File: src/rtl/uftx_pkg.sv
package uftx_pkg;

  localparam int CHAR_W = 8;

  typedef enum logic [2:0] {
    ST_IDLE   = 3'd0,
    ST_START  = 3'd1,
    ST_DATA   = 3'd2,
    ST_PARITY = 3'd3,
    ST_STOP   = 3'd4
  } tx_state_e;

  typedef struct packed {
    logic [1:0] wlen;
    logic       par_en;
    logic       par_even;
    logic       par_sticky;
    logic       two_stop;
  } frame_cfg_t;

  // index of the last data bit sent: 4 for 5-bit characters up to 7
  function automatic logic [2:0] last_data_index(logic [1:0] wlen);
    return 3'd4 + {1'b0, wlen};
  endfunction

  // mask covering the data bits in use
  function automatic logic [CHAR_W-1:0] width_mask(logic [1:0] wlen);
    return {CHAR_W{1'b1}} >> (2'd3 - wlen);
  endfunction

  // level of the parity bit for a character under a given format
  function automatic logic parity_level(logic [CHAR_W-1:0] data, frame_cfg_t c);
    logic odd_ones;
    odd_ones = ^(data & width_mask(c.wlen));
    if (c.par_sticky) return ~c.par_even;
    return c.par_even ? odd_ones : ~odd_ones;
  endfunction

  // length of the stop period in half bits: 2, 3 or 4
  function automatic int unsigned stop_halves(frame_cfg_t c);
    if (!c.two_stop) return 2;
    if (c.wlen == 2'd0) return 3;
    return 4;
  endfunction

  // line level a state asks for, break aside
  function automatic logic state_level(tx_state_e st, logic data_bit, logic par_bit);
    case (st)
      ST_START:  return 1'b0;
      ST_DATA:   return data_bit;
      ST_PARITY: return par_bit;
      default:   return 1'b1;
    endcase
  endfunction

endpackage

File: src/rtl/uftx_payload.sv
module uftx_payload
  import uftx_pkg::*;
(
  input  logic              clk,
  input  logic              rst_n,
  input  logic              load,
  input  logic              shift_en,
  input  logic [CHAR_W-1:0] load_data,
  input  frame_cfg_t        load_cfg,
  output frame_cfg_t        cfg_q,
  output logic              data_bit,
  output logic              par_bit
);

  logic [CHAR_W-1:0] shreg;

  always_ff @(posedge clk or negedge rst_n) begin
    if (!rst_n) begin
      shreg   <= '0;
      par_bit <= 1'b0;
      cfg_q   <= '0;
    end else if (load) begin
      shreg   <= load_data;
      par_bit <= parity_level(load_data, load_cfg);
      cfg_q   <= load_cfg;
    end else if (shift_en) begin
      shreg   <= {1'b0, shreg[CHAR_W-1:1]};
    end
  end

  assign data_bit = shreg[0];

endmodule

File: src/rtl/uftx_seq.sv
module uftx_seq
  import uftx_pkg::*;
#(
  parameter int OVERSAMPLE = 16
) (
  input  logic       clk,
  input  logic       rst_n,
  input  logic       tick,
  input  logic       load,
  input  frame_cfg_t cfg_q,
  output tx_state_e  state,
  output logic [2:0] bit_idx,
  output logic       shift_en,
  output logic       frame_end
);

  localparam int HALF  = OVERSAMPLE / 2;
  localparam int CNT_W = $clog2(2 * OVERSAMPLE);

  logic [CNT_W-1:0] cnt;
  logic [CNT_W-1:0] stop_last;
  logic             bit_last;
  logic             phase_end;
  logic             data_last;
  tx_state_e        state_nx;

  assign stop_last = CNT_W'(stop_halves(cfg_q) * HALF - 1);
  assign bit_last  = (cnt == CNT_W'(OVERSAMPLE - 1));
  assign data_last = (bit_idx == last_data_index(cfg_q.wlen));
  assign phase_end = tick && (state != ST_IDLE) &&
                     ((state == ST_STOP) ? (cnt == stop_last) : bit_last);
  assign shift_en  = phase_end && (state == ST_DATA);
  assign frame_end = phase_end && (state == ST_STOP);

  always_comb begin
    state_nx = state;
    case (state)
      ST_IDLE:   if (load) state_nx = ST_START;
      ST_START:  if (phase_end) state_nx = ST_DATA;
      ST_DATA:   if (phase_end && data_last)
                   state_nx = cfg_q.par_en ? ST_PARITY : ST_STOP;
      ST_PARITY: if (phase_end) state_nx = ST_STOP;
      ST_STOP:   if (phase_end) state_nx = ST_IDLE;
      default:   state_nx = ST_IDLE;
    endcase
  end

  always_ff @(posedge clk or negedge rst_n) begin
    if (!rst_n) begin
      state   <= ST_IDLE;
      cnt     <= '0;
      bit_idx <= '0;
    end else begin
      state <= state_nx;
      if (load || phase_end) cnt <= '0;
      else if (tick && state != ST_IDLE) cnt <= cnt + 1'b1;
      if (load || (phase_end && state == ST_START)) bit_idx <= '0;
      else if (shift_en && !data_last) bit_idx <= bit_idx + 1'b1;
    end
  end

endmodule

File: src/rtl/uftx_line.sv
module uftx_line
  import uftx_pkg::*;
(
  input  logic      clk,
  input  logic      rst_n,
  input  tx_state_e state,
  input  logic      data_bit,
  input  logic      par_bit,
  input  logic      brk,
  output logic      txd
);

  always_ff @(posedge clk or negedge rst_n) begin
    if (!rst_n) txd <= 1'b1;
    else if (brk) txd <= 1'b0;
    else txd <= state_level(state, data_bit, par_bit);
  end

endmodule

File: src/rtl/uart_frame_tx.sv
module uart_frame_tx
  import uftx_pkg::*;
#(
  parameter int OVERSAMPLE = 16
) (
  input  logic       clk,
  input  logic       rst_n,
  input  logic       tick,
  input  logic       in_valid,
  output logic       in_ready,
  input  logic [7:0] in_data,
  input  logic [1:0] cfg_wlen,
  input  logic       cfg_par_en,
  input  logic       cfg_par_even,
  input  logic       cfg_par_sticky,
  input  logic       cfg_two_stop,
  input  logic       brk,
  output logic       txd,
  output logic       busy
);

  tx_state_e  state;
  frame_cfg_t cfg_in;
  frame_cfg_t cfg_q;
  logic       accept;
  logic       shift_en;
  logic       frame_end;
  logic       data_bit;
  logic       par_bit;
  logic [2:0] bit_idx;

  assign cfg_in   = '{wlen: cfg_wlen, par_en: cfg_par_en, par_even: cfg_par_even,
                      par_sticky: cfg_par_sticky, two_stop: cfg_two_stop};
  assign in_ready = (state == ST_IDLE);
  assign accept   = in_valid && in_ready;
  assign busy     = (state != ST_IDLE);

  uftx_payload i_payload (
    .clk      (clk),
    .rst_n    (rst_n),
    .load     (accept),
    .shift_en (shift_en),
    .load_data(in_data),
    .load_cfg (cfg_in),
    .cfg_q    (cfg_q),
    .data_bit (data_bit),
    .par_bit  (par_bit)
  );

  uftx_seq #(.OVERSAMPLE(OVERSAMPLE)) i_seq (
    .clk      (clk),
    .rst_n    (rst_n),
    .tick     (tick),
    .load     (accept),
    .cfg_q    (cfg_q),
    .state    (state),
    .bit_idx  (bit_idx),
    .shift_en (shift_en),
    .frame_end(frame_end)
  );

  uftx_line i_line (
    .clk     (clk),
    .rst_n   (rst_n),
    .state   (state),
    .data_bit(data_bit),
    .par_bit (par_bit),
    .brk     (brk),
    .txd     (txd)
  );

endmodule

File: config.mk
export PLATFORM = sky130hd
export DESIGN_NAME = uart_frame_tx
export DESIGN_NICKNAME = d
export VERILOG_FILES = /design/src/rtl/uftx_pkg.sv /design/src/rtl/uftx_payload.sv /design/src/rtl/uftx_seq.sv /design/src/rtl/uftx_line.sv /design/src/rtl/uart_frame_tx.sv
export SDC_FILE = /design/constraint.sdc
export NUM_CORES = 1
export LEC_CHECK = 0
export ABC_CLOCK_PERIOD_IN_PS = 7000
export BUFFER_PORTS_ARGS = -buffer_cell sky130_fd_sc_hd__buf_2
export CAP_MARGIN = 10
export CORE_ASPECT_RATIO = 0.6
export CORE_MARGIN = 2
export CORE_UTILIZATION = 60
export DETAILED_ROUTE_END_ITERATION = 16
export GPL_ROUTABILITY_DRIVEN = 1
export PLACE_DENSITY = 0.83
export SETUP_SLACK_MARGIN = 0.15
export SLEW_MARGIN = 30
export SYNTH_ARGS = -nofsm -noshare
export SYNTH_HDL_FRONTEND = slang
export SYNTH_HIERARCHICAL = 1
export SYNTH_SLANG_ARGS = --single-unit
File: constraint.sdc
create_clock -name clk -period 7 [get_ports clk]
set_input_delay 0.7 -clock clk [delete_from_list [all_inputs] [get_ports clk]]
set_output_delay 0.7 -clock clk [all_outputs]
set_load 0.03 [all_outputs]
* Word level (Yosys, flattened, before mapping)
Index checks and enable logic that the tools add are counted.
Cells by class: bitwise logic cells 3, equality and inequality tests 12, multipliers 0, reductions and logical operators 18, mux-type cells 27, divide/modulo/power cells 0, shift-type cells 1, $lt $le $gt $ge 0, add/subtract/negate cells 5
Operators by type and width (count):
- 3-bit two-way mux | 8
- 8-bit two-way mux | 2
- 3-bit case mux with 5 select lines | 1
- 5-bit two-way mux | 2
- 1-bit two-way mux | 9
- 8-bit AND | 1
- 2-bit two-way mux | 4
- 8-bit parity | 1
- 8-bit by 2-bit right shift with 8-bit output (first input constant) | 1
- 1-bit logical AND | 7
- 3-bit by 2-bit == test with 1-bit output (second input constant) | 2
- 2-bit inequality test (second input constant) | 3
- 2-bit nonzero test | 3
- 5-bit by 1-bit adder with 5-bit output (second input constant) | 1
- 5-bit by 4-bit == test with 1-bit output (second input constant) | 1
- 5-bit == test | 1
- 5-bit AND reduction | 1
- 5-bit by 1-bit subtractor with 5-bit output (second input constant) | 1
- 2-bit by 1-bit inequality test with 1-bit output (second input constant) | 2
- 3-bit by 1-bit adder with 3-bit output (second input constant) | 1
- 3-bit by 2-bit adder with 3-bit output (first input constant) | 1
- 3-bit by 1-bit == test with 1-bit output (second input constant) | 1
- 3-bit == test | 1
- 3-bit == test (second input constant) | 1
- 8 further kinds | 10
Word-level totals: bits in latches 0, memories 0, logic and storage cells 75, bits of input ports 19, output and inout port bits 3, bits in writable memories 0, memory bits (read-only) 0, flip-flop bits (word level) 25

* Logic depth before layout (Yosys ltp)
depth after elaboration 13, mapped depth 9, mapped depth without buffers 6

* By module
Netlist, hierarchy kept.
Modules (own cells, without submodules):
- uftx_payload | instances 1, cells each 67, seq. area each 375.4 µm², area an instance 768.2 µm²
- uftx_seq | instances 1, cells each 71, seq. area each 275.3 µm², area an instance 649.4 µm²
- uftx_line | instances 1, cells each 5, seq. area each 26.3 µm², area an instance 63.8 µm²
- uart_frame_tx | instances 1, cells each 3, seq. area each 0.0 µm², area an instance 20.0 µm²

* Worst setup path after synthesis
No wires, ideal clock.
path kind input port to flip-flop, start point input port in_valid, end point register i_payload/cfg_q[1] (netlist name), stages 3, slack 4.568 ns, data arrival time 2.307 ns, required time 6.875 ns, setup time 0.125 ns, buffers on the path 1, cells stage by stage nor4b_1 clkbuf_1 mux2_2
RTL lines:
- start: declaration | RTL line uart_frame_tx.sv:9 | input logic in_valid,

* Final worst setup path
start point register i_seq.state[0], end point register i_payload.shreg[6]
Between the ends: longest elaborated chain between the ends 5, elaborated cells on any way between the ends 11, classes of those cells eq/ne: 2; mux: 2; reduce/logical: 7
RTL lines:
- start: declaration | RTL line uftx_seq.sv:11 | output tx_state_e state,
- start signal: assignment | RTL line uftx_seq.sv:54 | state <= state_nx;
- 3-bit == test or 3-bit nonzero test (tied branches) | RTL line uftx_seq.sv:31, uftx_seq.sv:30
- 1-bit two-way mux or 1-bit logical AND (tied branches) | RTL line uftx_seq.sv:31, uftx_seq.sv:30
- 1-bit logical AND | RTL line uftx_seq.sv:30 | assign phase_end = tick && (state != ST_IDLE) &&
- 1-bit logical AND * | RTL line uftx_seq.sv:32 | assign shift_en = phase_end && (state == ST_DATA);
- net shift_en | RTL line uart_frame_tx.sv:26 | logic shift_en;
- 2-bit nonzero test (no line) *
- end signal: assignment | RTL line uftx_payload.sv:23 | shreg <= load_data;
- end signal: assignment | RTL line uftx_payload.sv:27 | shreg <= {1'b0, shreg[CHAR_W-1:1]};
- end: declaration | RTL line uftx_payload.sv:15 | logic [CHAR_W-1:0] shreg;
The timed path passes the listed nets; every way through them passes the cells marked *. A chain may end at the register's enable or synchronous reset.

==> tab_implementation.tex <==
\begin{tabular}{lr}
\hline
Metric & Value \\
\hline
\multicolumn{2}{l}{\textbf{Final layout}} \\
Area taken by flip-flops and latches & 627 sq um \\
Commonest cells after routing, fill and taps aside & sky130\_fd\_sc\_hd\_\_dfrtp\_1 (24), sky130\_fd\_sc\_hd\_\_buf\_2 (21), sky130\_fd\_sc\_hd\_\_nand2\_1 (19), sky130\_fd\_sc\_hd\_\_nor2\_1 (10), sky130\_fd\_sc\_hd\_\_o21ai\_0 (9) \\
Filler cell count in the final layout & 142 \\
Post-synthesis to final-layout area growth & 13.3\% \\
Number of nets in the layout & 183 \\
Post-route cell area & 0.00161 sq mm \\
Most common library cell in the layout ignoring fill and taps & sky130\_fd\_sc\_hd\_\_dfrtp\_1 \\
Antenna Cells & 0 \\
Area of the multi-input gates & 773 sq um \\
Layout cell share with drive strength beyond 1 & 0.242 \\
\multicolumn{2}{l}{\textbf{STA}} \\
Unrepaired setup endpoints after global routing & false \\
Final max-slew violation count & 0 \\
Worst clock skew & roughly 13 ps \\
Worst Tran Pin Value & 778 ps \\
Timing-limited maximum frequency & 369 MHz \\
Final-report hold violation count & 0 \\
Portion of the clock cycle consumed by the worst path in the final layout & 0.387 \\
Sum of negative setup slack & 0 ps \\
Crit path time final & roughly 2700 ps \\
Worst slew margin relative to its limit & 0.479 \\
Endpoints failing setup & 0 \\
\multicolumn{2}{l}{\textbf{Placement}} \\
Detailed placement HPWL & approximately 2.2 mm \\
Final weighted congestion in routability-driven placement & 0.757 \\
Placed cell area & 0.00156 sq mm \\
PortBufs & 21 \\
\multicolumn{2}{l}{\textbf{Worst setup path}} \\
Worst Setup SP & i\_seq/state[0] \\
Worst path cell trace & o31a\_1 > and3\_1 > o21ai\_1 > nor3\_2 > mux2i\_1 > o21ai\_0 \\
R2r setup slk & 4290 ps \\
Required time at the endpoint of the critical path & 7140 ps \\
Critical Path Fanout Max & 14 \\
Crit Reg-Reg Startpoint & i\_seq/state[0] \\
Delay of the slowest critical-path stage & $\sim$700 ps \\
Buffers and inverters on the worst path & 0 \\
Critical path destination & i\_payload/shreg[6] \\
Crit-path slowest cell & sky130\_fd\_sc\_hd\_\_nor3\_2 \\
Crit end category & register \\
Critical path arrival & 2850 ps \\
Reg2Reg Capture Point & i\_payload/shreg[6] \\
Type of the worst setup path & register to register \\
Number of gates on the worst path with buffers counted & 6 \\
CP delay by family, top & simple AND/OR/NAND/NOR gates \\
Startpoint types & register \\
Worst Reg2Reg Path Length in Cells & 6 \\
\multicolumn{2}{l}{\textbf{CTS}} \\
Number of setup buffers added after CTS & 0 \\
Latest clock arrival within the worst-skew pair & 280 ps \\
CTS resizes & 0 \\
H-tree lvl count & 1 \\
Clock slew at reported path FFs & 90 ps \\
CTS tree & done \\
CTS sink count & 25 \\
Longest Clk Path Bufs & 2 \\
\# hold bufs at CTS & 0 \\
CTS Root Buffer Type & sky130\_fd\_sc\_hd\_\_clkbuf\_8 \\
TritonCTS buffer count & 3 \\
\multicolumn{2}{l}{\textbf{Global route}} \\
Overall global routing resource usage & 0.239 \\
Pin count of the biggest net entering global routing & 29 \\
Global-route wire length before repair & 4.93 mm \\
Via count of the first global-routing pass & between 1000 and 1500 \\
Global-route congestion overflow total & 0 \\
Antenna violations before repair & 0 \\
\multicolumn{2}{l}{\textbf{Worst hold path}} \\
Hold WC Path Type & primary input to asynchronous set/reset pin \\
\multicolumn{2}{l}{\textbf{Power}} \\
Power per cell area & 369 mW/mm\^{}2 \\
Leakage power total & 0.685 nW \\
Net switching component of the power & 0.241 mW \\
Worst VDD drop & around 0.00022 V \\
Proportion of total power due to net switching & 0.406 \\
Total power & between 0.5 and 0.6 mW \\
Combinational group share of total power & 0.384 \\
Internal Pwr Total & 0.353 mW \\
Portion of total power attributed to sequential cells & 0.469 \\
Share of total power in the clock network & 0.147 \\
\multicolumn{2}{l}{\textbf{Route}} \\
Number of DRC violations after detailed routing & 0 \\
Post-route met1 wirelength & 1.33 mm \\
Total wire length & 2.95 mm \\
Count of routing violations after the opening detailed-route iteration & 77 \\
Met3 wire len & roughly 230 um \\
Number of detailed-route iterations in the first pass & 4 \\
Avg WL per Cell & 15.5 um \\
Vias per Instance & 6.08 \\
ANT nets after route & 0 \\
Routed via count & 1162 \\
Top layer used by detailed routing & met4 \\
Amount of wire on met2 after detailed routing & 1.36 mm \\
\multicolumn{2}{l}{\textbf{Floorplan}} \\
Number of top-level design ports & 22 \\
DIE AREA & between 0.002 and 0.003 sq mm \\
Chip Width & 66.8 um \\
Cell row count & 13 \\
Effective utilization at floorplan & 0.647 \\
Die Y-Extent & 41.7 um \\
Core Area & between 0.002 and 0.0025 sq mm \\
\multicolumn{2}{l}{\textbf{Run}} \\
Number of max-capacitance violations reported & 0 \\
\multicolumn{2}{l}{\textbf{Logic synthesis}} \\
Post-Synthesis Cell Area & around 0.0014 sq mm \\
Average cell area after synthesis & just over 10 sq um \\
Yosys warning total & 6 \\
Instance count of the mapped netlist & 140 \\
Nets in the synthesized netlist & around 160 \\
\multicolumn{2}{l}{\textbf{Status}} \\
Result of the run & finished clean \\
\hline
\end{tabular}
## worst min-delay path by stage
stage	slack [ps]	cells after the start	endpoint	start
floorplan	400	0	i_payload/cfg_q[0]	rst_n
global placement	500	2	i_payload/par_bit	i_payload/par_bit
detailed placement	490	2	i_payload/par_bit	i_payload/par_bit
CTS	420	1	i_seq/cnt[3]	rst_n
global route	440	1	i_seq/cnt[3]	rst_n
finish	400	1	i_seq/cnt[4]	rst_n
## power by group through the flow
stage	sequential, mW	clock (mW)	combinational, mW
after floorplan	0.259	0	0.175
after CTS	0.277	0.0900	0.227
after global placement	0.274	0	0.209
final	0.279	0.0872	0.228
after global routing	0.289	0.0960	0.249
after detailed placement	0.281	0	0.225
## cell type report
class,instances,share of cell area
well taps,30,0.0233
clock buffers,3,0.0256
flip-flops and latches,25,0.389
repair buffers,22,0.0699
multi-input cells,107,0.480
inverters,3,0.00699
clock inverters,1,0.00466
## registers in the layout (all words and copies together), names as in the netlist
| name | cells |
|---|---|
| i_payload/cfg_q | 4 |
| i_seq/bit_idx | 3 |
| i_seq/cnt | 5 |
| i_line/txd | 1 |
| i_payload/par_bit | 1 |
| i_seq/state | 3 |
| i_payload/shreg | 8 |
## through the flow
step,std cells,hold WS [ps],util,setup WS [ps]
after global routing,191,436,0.733,4120
after global placement,187,499,0.709,4040
after CTS,191,416,0.733,4300
after floorplan,140,404,-,4630
final,191,398,0.733,4290
after detailed placement,187,488,0.711,4270
## routing by layer
layer,track usage,vias to the layer above
met3,0.0813,6
met4,0.0612,0
met5,0,-
met1,0.340,543
met2,0.354,54
li1,-,559
No activity file was read; power rests on OpenSTA's default activity.
